File: config.mk
export PLATFORM = sky130hd
export DESIGN_NAME = dbr_unit
export DESIGN_NICKNAME = d
export VERILOG_FILES = /design/src/rtl/dbr_pkg.sv /design/src/rtl/dbr_decode.sv /design/src/rtl/dbr_opsel.sv /design/src/rtl/dbr_unit.sv
export SDC_FILE = /design/constraint.sdc
export NUM_CORES = 1
export LEC_CHECK = 0
export ABC_AREA = 1
export BUFFER_PORTS_ARGS = -buffer_cell sky130_fd_sc_hd__buf_4
export CAP_MARGIN = 20
export CORE_ASPECT_RATIO = 1.2
export CORE_MARGIN = 5
export CORE_UTILIZATION = 40
export DETAILED_ROUTE_END_ITERATION = 7
export PLACE_DENSITY = 0.8
export SYNTH_ARGS = -nofsm -noshare
export SYNTH_HDL_FRONTEND = slang
export SYNTH_SLANG_ARGS = --single-unit
File: constraint.sdc
create_clock -name vclk -period 5.9
set_clock_uncertainty 0.05 [all_clocks]
set_input_delay 0.885 -clock vclk [all_inputs]
set_output_delay 0.885 -clock vclk [all_outputs]
set_load 0.02 [all_outputs]
File: src/rtl/dbr_pkg.sv
package dbr_pkg;

    localparam int XLEN   = 32;
    localparam int REG_AW = 5;
    localparam int NSRC   = 2;

    localparam logic [5:0] OPC_BEQ = 6'b000100;
    localparam logic [5:0] OPC_BNE = 6'b000101;
    localparam logic [5:0] OPC_JMP = 6'b000010;

    typedef enum logic [1:0] {
        NPC_SEQ    = 2'd0,
        NPC_BRANCH = 2'd1,
        NPC_JUMP   = 2'd2
    } npc_sel_e;

    typedef struct packed {
        logic              is_br;
        logic              is_bne;
        logic              is_jmp;
        logic [REG_AW-1:0] src_a;
        logic [REG_AW-1:0] src_b;
    } dec_info_t;

    function automatic logic [XLEN-1:0] calc_br_target(
        input logic [XLEN-1:0] pc4,
        input logic [15:0]     off
    );
        logic [XLEN-1:0] ext;
        ext = {{(XLEN-16){off[15]}}, off};
        return pc4 + (ext << 2);
    endfunction

    function automatic logic [XLEN-1:0] calc_jmp_target(
        input logic [XLEN-1:0] pc4,
        input logic [25:0]     idx
    );
        return {pc4[XLEN-1:XLEN-4], idx, 2'b00};
    endfunction

endpackage

File: src/rtl/dbr_decode.sv
module dbr_decode
    import dbr_pkg::*;
(
    input  logic [31:0]     instr,
    input  logic [XLEN-1:0] pc4,
    output dec_info_t       info,
    output logic [XLEN-1:0] br_tgt,
    output logic [XLEN-1:0] jmp_tgt
);
    logic [5:0] opc;

    always_comb begin
        opc         = instr[31:26];
        info.is_br  = (opc == OPC_BEQ) || (opc == OPC_BNE);
        info.is_bne = (opc == OPC_BNE);
        info.is_jmp = (opc == OPC_JMP);
        info.src_a  = instr[25:21];
        info.src_b  = instr[20:16];
        br_tgt      = calc_br_target(pc4, instr[15:0]);
        jmp_tgt     = calc_jmp_target(pc4, instr[25:0]);
    end
endmodule

File: src/rtl/dbr_opsel.sv
module dbr_opsel
    import dbr_pkg::*;
#(
    parameter int PORTS = NSRC
) (
    input  logic [PORTS-1:0][REG_AW-1:0] src,
    input  logic [PORTS-1:0][XLEN-1:0]   rf_data,
    input  logic                         ex_wen,
    input  logic [REG_AW-1:0]            ex_dst,
    input  logic                         mem_wen,
    input  logic                         mem_load,
    input  logic [REG_AW-1:0]            mem_dst,
    input  logic [XLEN-1:0]              mem_result,
    input  logic                         wb_wen,
    input  logic [REG_AW-1:0]            wb_dst,
    input  logic [XLEN-1:0]              wb_result,
    output logic [PORTS-1:0][XLEN-1:0]   operand,
    output logic [PORTS-1:0]             not_ready
);
    for (genvar p = 0; p < PORTS; p++) begin : g_port
        logic live, from_mem, from_wb, ex_pend, ld_pend;

        always_comb begin
            live     = (src[p] != '0);
            from_mem = live && mem_wen && !mem_load && (mem_dst == src[p]);
            from_wb  = live && wb_wen && (wb_dst == src[p]);
            ex_pend  = live && ex_wen && (ex_dst == src[p]);
            ld_pend  = live && mem_wen && mem_load && (mem_dst == src[p]);

            if (from_mem)     operand[p] = mem_result;
            else if (from_wb) operand[p] = wb_result;
            else              operand[p] = rf_data[p];

            not_ready[p] = ex_pend || ld_pend;
        end
    end
endmodule

File: src/rtl/dbr_unit.sv
module dbr_unit
    import dbr_pkg::*;
(
    input  logic [31:0]       id_instr,
    input  logic [XLEN-1:0]   id_pc4,
    input  logic [XLEN-1:0]   rf_a_data,
    input  logic [XLEN-1:0]   rf_b_data,
    input  logic              ex_wen,
    input  logic [REG_AW-1:0] ex_dst,
    input  logic              mem_wen,
    input  logic              mem_load,
    input  logic [REG_AW-1:0] mem_dst,
    input  logic [XLEN-1:0]   mem_result,
    input  logic              wb_wen,
    input  logic [REG_AW-1:0] wb_dst,
    input  logic [XLEN-1:0]   wb_result,
    output logic [1:0]        npc_sel,
    output logic [XLEN-1:0]   tgt_addr,
    output logic              stall,
    output logic              if_flush,
    output logic              cmp_eq
);
    dec_info_t                   info;
    logic [XLEN-1:0]             br_tgt, jmp_tgt;
    logic [NSRC-1:0][XLEN-1:0]   opnd;
    logic [NSRC-1:0]             wait_src;
    logic                        taken;
    npc_sel_e                    sel;

    dbr_decode u_dec (
        .instr   (id_instr),
        .pc4     (id_pc4),
        .info    (info),
        .br_tgt  (br_tgt),
        .jmp_tgt (jmp_tgt)
    );

    dbr_opsel #(.PORTS(NSRC)) u_opsel (
        .src        ({info.src_b, info.src_a}),
        .rf_data    ({rf_b_data, rf_a_data}),
        .ex_wen     (ex_wen),
        .ex_dst     (ex_dst),
        .mem_wen    (mem_wen),
        .mem_load   (mem_load),
        .mem_dst    (mem_dst),
        .mem_result (mem_result),
        .wb_wen     (wb_wen),
        .wb_dst     (wb_dst),
        .wb_result  (wb_result),
        .operand    (opnd),
        .not_ready  (wait_src)
    );

    always_comb begin
        cmp_eq = (opnd[0] == opnd[1]);
        stall  = info.is_br && (|wait_src);
        taken  = info.is_br && !stall && (info.is_bne ? !cmp_eq : cmp_eq);

        if (info.is_jmp)  sel = NPC_JUMP;
        else if (taken)   sel = NPC_BRANCH;
        else              sel = NPC_SEQ;

        npc_sel  = sel;
        if_flush = taken || info.is_jmp;
        tgt_addr = info.is_jmp ? jmp_tgt : br_tgt;
    end
endmodule

# ---- After elaboration in Yosys (flattened, before gate mapping)
# Index checks and enable logic that the tools add are counted.
dict set report word_totals {
  ff_bits 0
  wordCells 50
  romBits 0
  mem_bits_rw 0
  memories 0
  output_inout_bits 37
  latchBits 0
}
dict set report classes {
  n_mux 8
  n_reduce_logical 31
  n_addsub 1
  n_shift 0
  n_mul 0
  eq_ne 10
  n_div 0
  bitwise 0
  magnitude_cmp 0
}
# operator n
set ops {}
lappend ops {{$mux W32} 5}
lappend ops {{$add A32 B32 Y32} 1}
lappend ops {{$eq A32 B32 Y1} 1}
lappend ops {{$eq A5 B5 Y1} 6}
lappend ops {{$logic_and A1 B1 Y1} 21}
lappend ops {{$eq A6 B3 Y1 const B} 2}
lappend ops {{$reduce_bool A5 Y1} 2}
lappend ops {{$eq A6 B2 Y1 const B} 1}
lappend ops {{$logic_or A1 B1 Y1} 4}
lappend ops {{$logic_not A1 Y1} 3}
lappend ops {{$mux W1} 2}
lappend ops {{$mux W2} 1}
lappend ops {{$reduce_or A2 Y1} 1}

# ---- Logic depth before layout (Yosys ltp)
dict set report depth {
  ltp_word 12
  depth_mapped 23
}

# ---- Cells and area by module
# A second synthesis with hierarchy kept.
dict set report hier_totals {
  cells_unflattened 1284
  hier_area_um2 6316.1
}
# module area_per_inst_um2 instances cells_each seq_area_each_um2
set modules_own_cells {}
lappend modules_own_cells {dbr_decode 2661.3 1 499 0.0}
lappend modules_own_cells {dbr_opsel 2575.0 1 529 0.0}
lappend modules_own_cells {dbr_unit 1079.8 1 256 0.0}

# ---- Worst setup path before layout
# OpenSTA, ideal clock, no wires.
dict set report synth_timing {
  path_kind {in2out}
  start {input id_instr[0]}
  end {output tgt_addr[24]}
  arrival_ps 3282
  stages 11
  setup_slack_ps 1683
  path_buffers 0
  required_ps 4965
  path_cell_list {ha_1 -> inv_1 -> fa_1 -> o21ai_0 -> a21oi_1 -> o21ai_0 -> a21oi_1 -> o21bai_1 -> a21oi_1 -> xor2_1 -> o21ai_0}
}
dict set report synth_via {
  elab_chain_len 2
}
# item line
set synth_rtl {}
lappend synth_rtl {{start: declaration} dbr_unit.sv:4} ;# input logic [31:0] id_instr,
lappend synth_rtl {{$add A32 B32 Y32} dbr_pkg.sv:31} ;# return pc4 + (ext << 2);
lappend synth_rtl {{$mux W32} dbr_unit.sv:65} ;# tgt_addr = info.is_jmp ? jmp_tgt : br_tgt;
lappend synth_rtl {{end: declaration} dbr_unit.sv:18} ;# output logic [XLEN-1:0] tgt_addr,
# Every way passes these cells.

# ---- Final worst setup path
dict set report layout_timing {
  start {input id_instr[22]}
  end {output if_flush}
}
dict set report layout_via {
  elab_chain_len 11
}
# item line
set layout_rtl {}
lappend layout_rtl {{parallel branches: the longest is 9 deep, another holds $mux W32} -}
lappend layout_rtl {{$logic_and A1 B1 Y1 (*)} dbr_unit.sv:57} ;# taken = info.is_br && !stall && (info.is_bne ? !cmp_eq : cmp_eq);
lappend layout_rtl {{$logic_or A1 B1 Y1 (*)} dbr_unit.sv:64} ;# if_flush = taken || info.is_jmp;
lappend layout_rtl {{end: declaration} dbr_unit.sv:20} ;# output logic if_flush,
# Every way passes the cells marked *.

==> results.sh <==
export IMPL_run_status="finished clean"
export IMPL_num_antenna_cells=0
export IMPL_placed_cell_area_um2=7530
export IMPL_grt_pass1_wl_um=36800
export IMPL_power_share_switching_pct=57.1
export IMPL_syn_area_per_cell_um2=4.67
export IMPL_finalSetupViolations=0
export IMPL_endpoint_kind="output port"
export IMPL_grt_busiest_layer="met2"
export IMPL_multi_input_area_um2=4900
export IMPL_finalHoldViolCount=0
export IMPL_worst_path_most_repeated_cell="nand2_1"
export IMPL_cp_data_required_time_ns=4.97
export IMPL_cp_slowest_stage_delay_ns=0.49
export IMPL_critical_path_class="input port to output port"
export IMPL_drive_gt1_share_pct=20.3
export IMPL_synth_area_leaders="nand2_1 (37%), nand3_1 (16%), inv_1 (7.5%), ha_1 (6.4%), o21ai_0 (5.5%)"
export IMPL_start_util_pct=41.0
export IMPL_io_pins=248
export IMPL_crit_family="simple AND/OR/NAND/NOR gates"
export IMPL_grt_usage_pct=25.9
export IMPL_seq_cell_count=0
export IMPL_drtIter0Drc=694
export IMPL_min_period_over_period_pct=79.6
export IMPL_synth_top_cells_by_count="nand2_1 (557), nand3_1 (183), inv_1 (114), o21ai_0 (63), nor2_1 (53)"
export IMPL_ys_seq_area_share_pct=0
export IMPL_powerDensity_nw_per_um2=88.1
export IMPL_wl_um=23400
export IMPL_placed_cells=1589
export IMPL_crit_path_top_delay_cell="buf_4"
export IMPL_period_needed_ns=4.70
export IMPL_cp_start_kind="input port"
export IMPL_maxSlewHeadroom_pct=43.0
export IMPL_slew_violations=0
export IMPL_dieArea_um2=16700
export IMPL_grt_pass1_vias=7986
export IMPL_vias=8485
export IMPL_rsz0062_at_grt="no"
export IMPL_hp_class="input port to output port"
export IMPL_grt_max_degree=66
export IMPL_synth_cell_type_count=42
export IMPL_hpwlAfterDp_um=18800
export IMPL_synth_cell_area_um2=5690
export IMPL_first_pass_iters=5
export IMPL_die_height_um=141
export IMPL_antenna_left=0
export IMPL_hold_start="id_pc4[1]"
export IMPL_max_freq_ghz=0.213
export IMPL_path_cells="buf_4 > nor2_1 > nand4_1 > nand2_1 > nor2_1 > nand2_2 > buf_4 > nand3_1 > nand2_1 > nand2_1 > nand2_1 > nand2_1 > nor2_1 > nand2_1 > nor2_1 > nand2_1 > nand2_1 > nand3_1 > nand2_1 > buf_4"
export IMPL_cts_hold_buf=0
export IMPL_drc=0
export IMPL_path_buf_inv=3
export IMPL_wl_per_cell_um=14.7
export IMPL_worstPathArrival_ns=3.76
export IMPL_num_rows=47
export IMPL_clkPwrFrac_pct=0
export IMPL_seqPwrFrac_pct=0
export IMPL_nFillCells=1513
export IMPL_peakVddDrop_uv=86.0
export IMPL_setup_worst_path_start="id_instr[22]"
export IMPL_antenna_found_initial=0
export IMPL_synth_nets=1458
export IMPL_use_met2_pct=47.4
export IMPL_worstMarginPinSlew_ns=0.852
export IMPL_overflow=0
export IMPL_coreArea_um2=13900
export IMPL_fin_cells=1589
export IMPL_cts_setup_buffers=0
export IMPL_fp_dieW_um=119
export IMPL_yosys_warnings=0
export IMPL_maxCapViolations=0
export IMPL_grt_met1_usage_pct=28.7
export IMPL_cts_resized=0
export IMPL_syn_instance_count=1217
export IMPL_tns_ns=0
export IMPL_register_area_um2=0
export IMPL_synth_most_common_cell="nand2_1"
export IMPL_switchingPower_uw=378
export IMPL_nNetsFinal=1661
export IMPL_portBuffers=248
export IMPL_yosysTopAreaCellShare_pct=36.7
export IMPL_combinationalPowerShare_pct=100.0
export IMPL_intPower_uw=285
export IMPL_syn2layout_area_growth_pct=32.4
export IMPL_clockBufferCount=0
export IMPL_synth_area_leader_cell="nand2_1"
export IMPL_final_area_um2=7530
export IMPL_p_leak_uw=0.00445
export IMPL_place_gp_congestion=0.951
export IMPL_met3_usage_pct=7.33
export IMPL_viasPerCell=5.34
export IMPL_cp_max_fo=44
==> power groups by stage <==
stage / clock [uW] / combinational, uW / sequential [uW]
after floorplan: 0 / 370 / 0
after global placement: 0 / 652 / 0
after detailed placement: 0 / 655 / 0
after CTS: 0 / 659 / 0
after global routing: 0 / 732 / 0
final: 0 / 663 / 0
==> worst min-delay path, stage by stage <==
cell	delay, ns
buf_4	0.08
nand2_1	0.04
inv_1	0.04
buf_4	0.13
==> logic make-up after synthesis <==
group           after synthesis  share of synthesized area (%)
xor+xnor                     28                           4.31
buf+inv                     185                           14.1
simple gates                837                           61.4
compound gates              137                           13.5
fa+ha+maj                    30                           6.73
==> area by class of cell <==
cell class | instances | area share (%)
Inverter | 129 | 6.46
Multi-Input combinational cell | 1032 | 65.1
Tap cell | 171 | 2.84
Timing Repair Buffer | 257 | 25.6
==> per-layer routing <==
layer / share of wire [%] / vias up
met4: 3.3 / 0
met1: 38 / 3707
li1: - / 4313
met3: 10 / 54
met5: 0 / -
met2: 48 / 411
==> final timing paths <==
check	end	slack, ns	depth (start not counted)
hold / removal	tgt_addr[1]	2.01	4
setup / recovery	if_flush	1.20	20
==> per-stage QoR <==
stage                     power, uW  util (%)  hold WS [ns]  worst slack (ns)
after floorplan                 370         -          1.85              1.68
after global placement          652      54.3          2.01              1.28
after detailed placement        655      54.3          2.01              1.26
after CTS                       659      54.3          2.01              1.24
after global routing            732      54.3          2.04             0.920
final                           663      54.3          2.01              1.20
==> cells in the final DEF, fill, tap and decap left out, types with 2 or more instances in the layout <==
cell	instances
nand2_1	556
buf_4	257
nand3_1	183
inv_1	114
o21ai_0	63
nor2_1	53
a21oi_1	38
ha_1	29
xnor2_1	18
nand4_1	14
inv_2	12
xor2_1	10
a31oi_1	8
or2_2	7
nor3_1	6
nand2_2	4
nor2_4	4
nand3b_1	4
o22ai_1	4
a221oi_1	4
o21a_1	4
o21ai_1	3
o211ai_1	3
clkinv_1	2
a21o_1	2
o21bai_1	2
a21boi_0	2
Power figures use the tool's default switching activity.
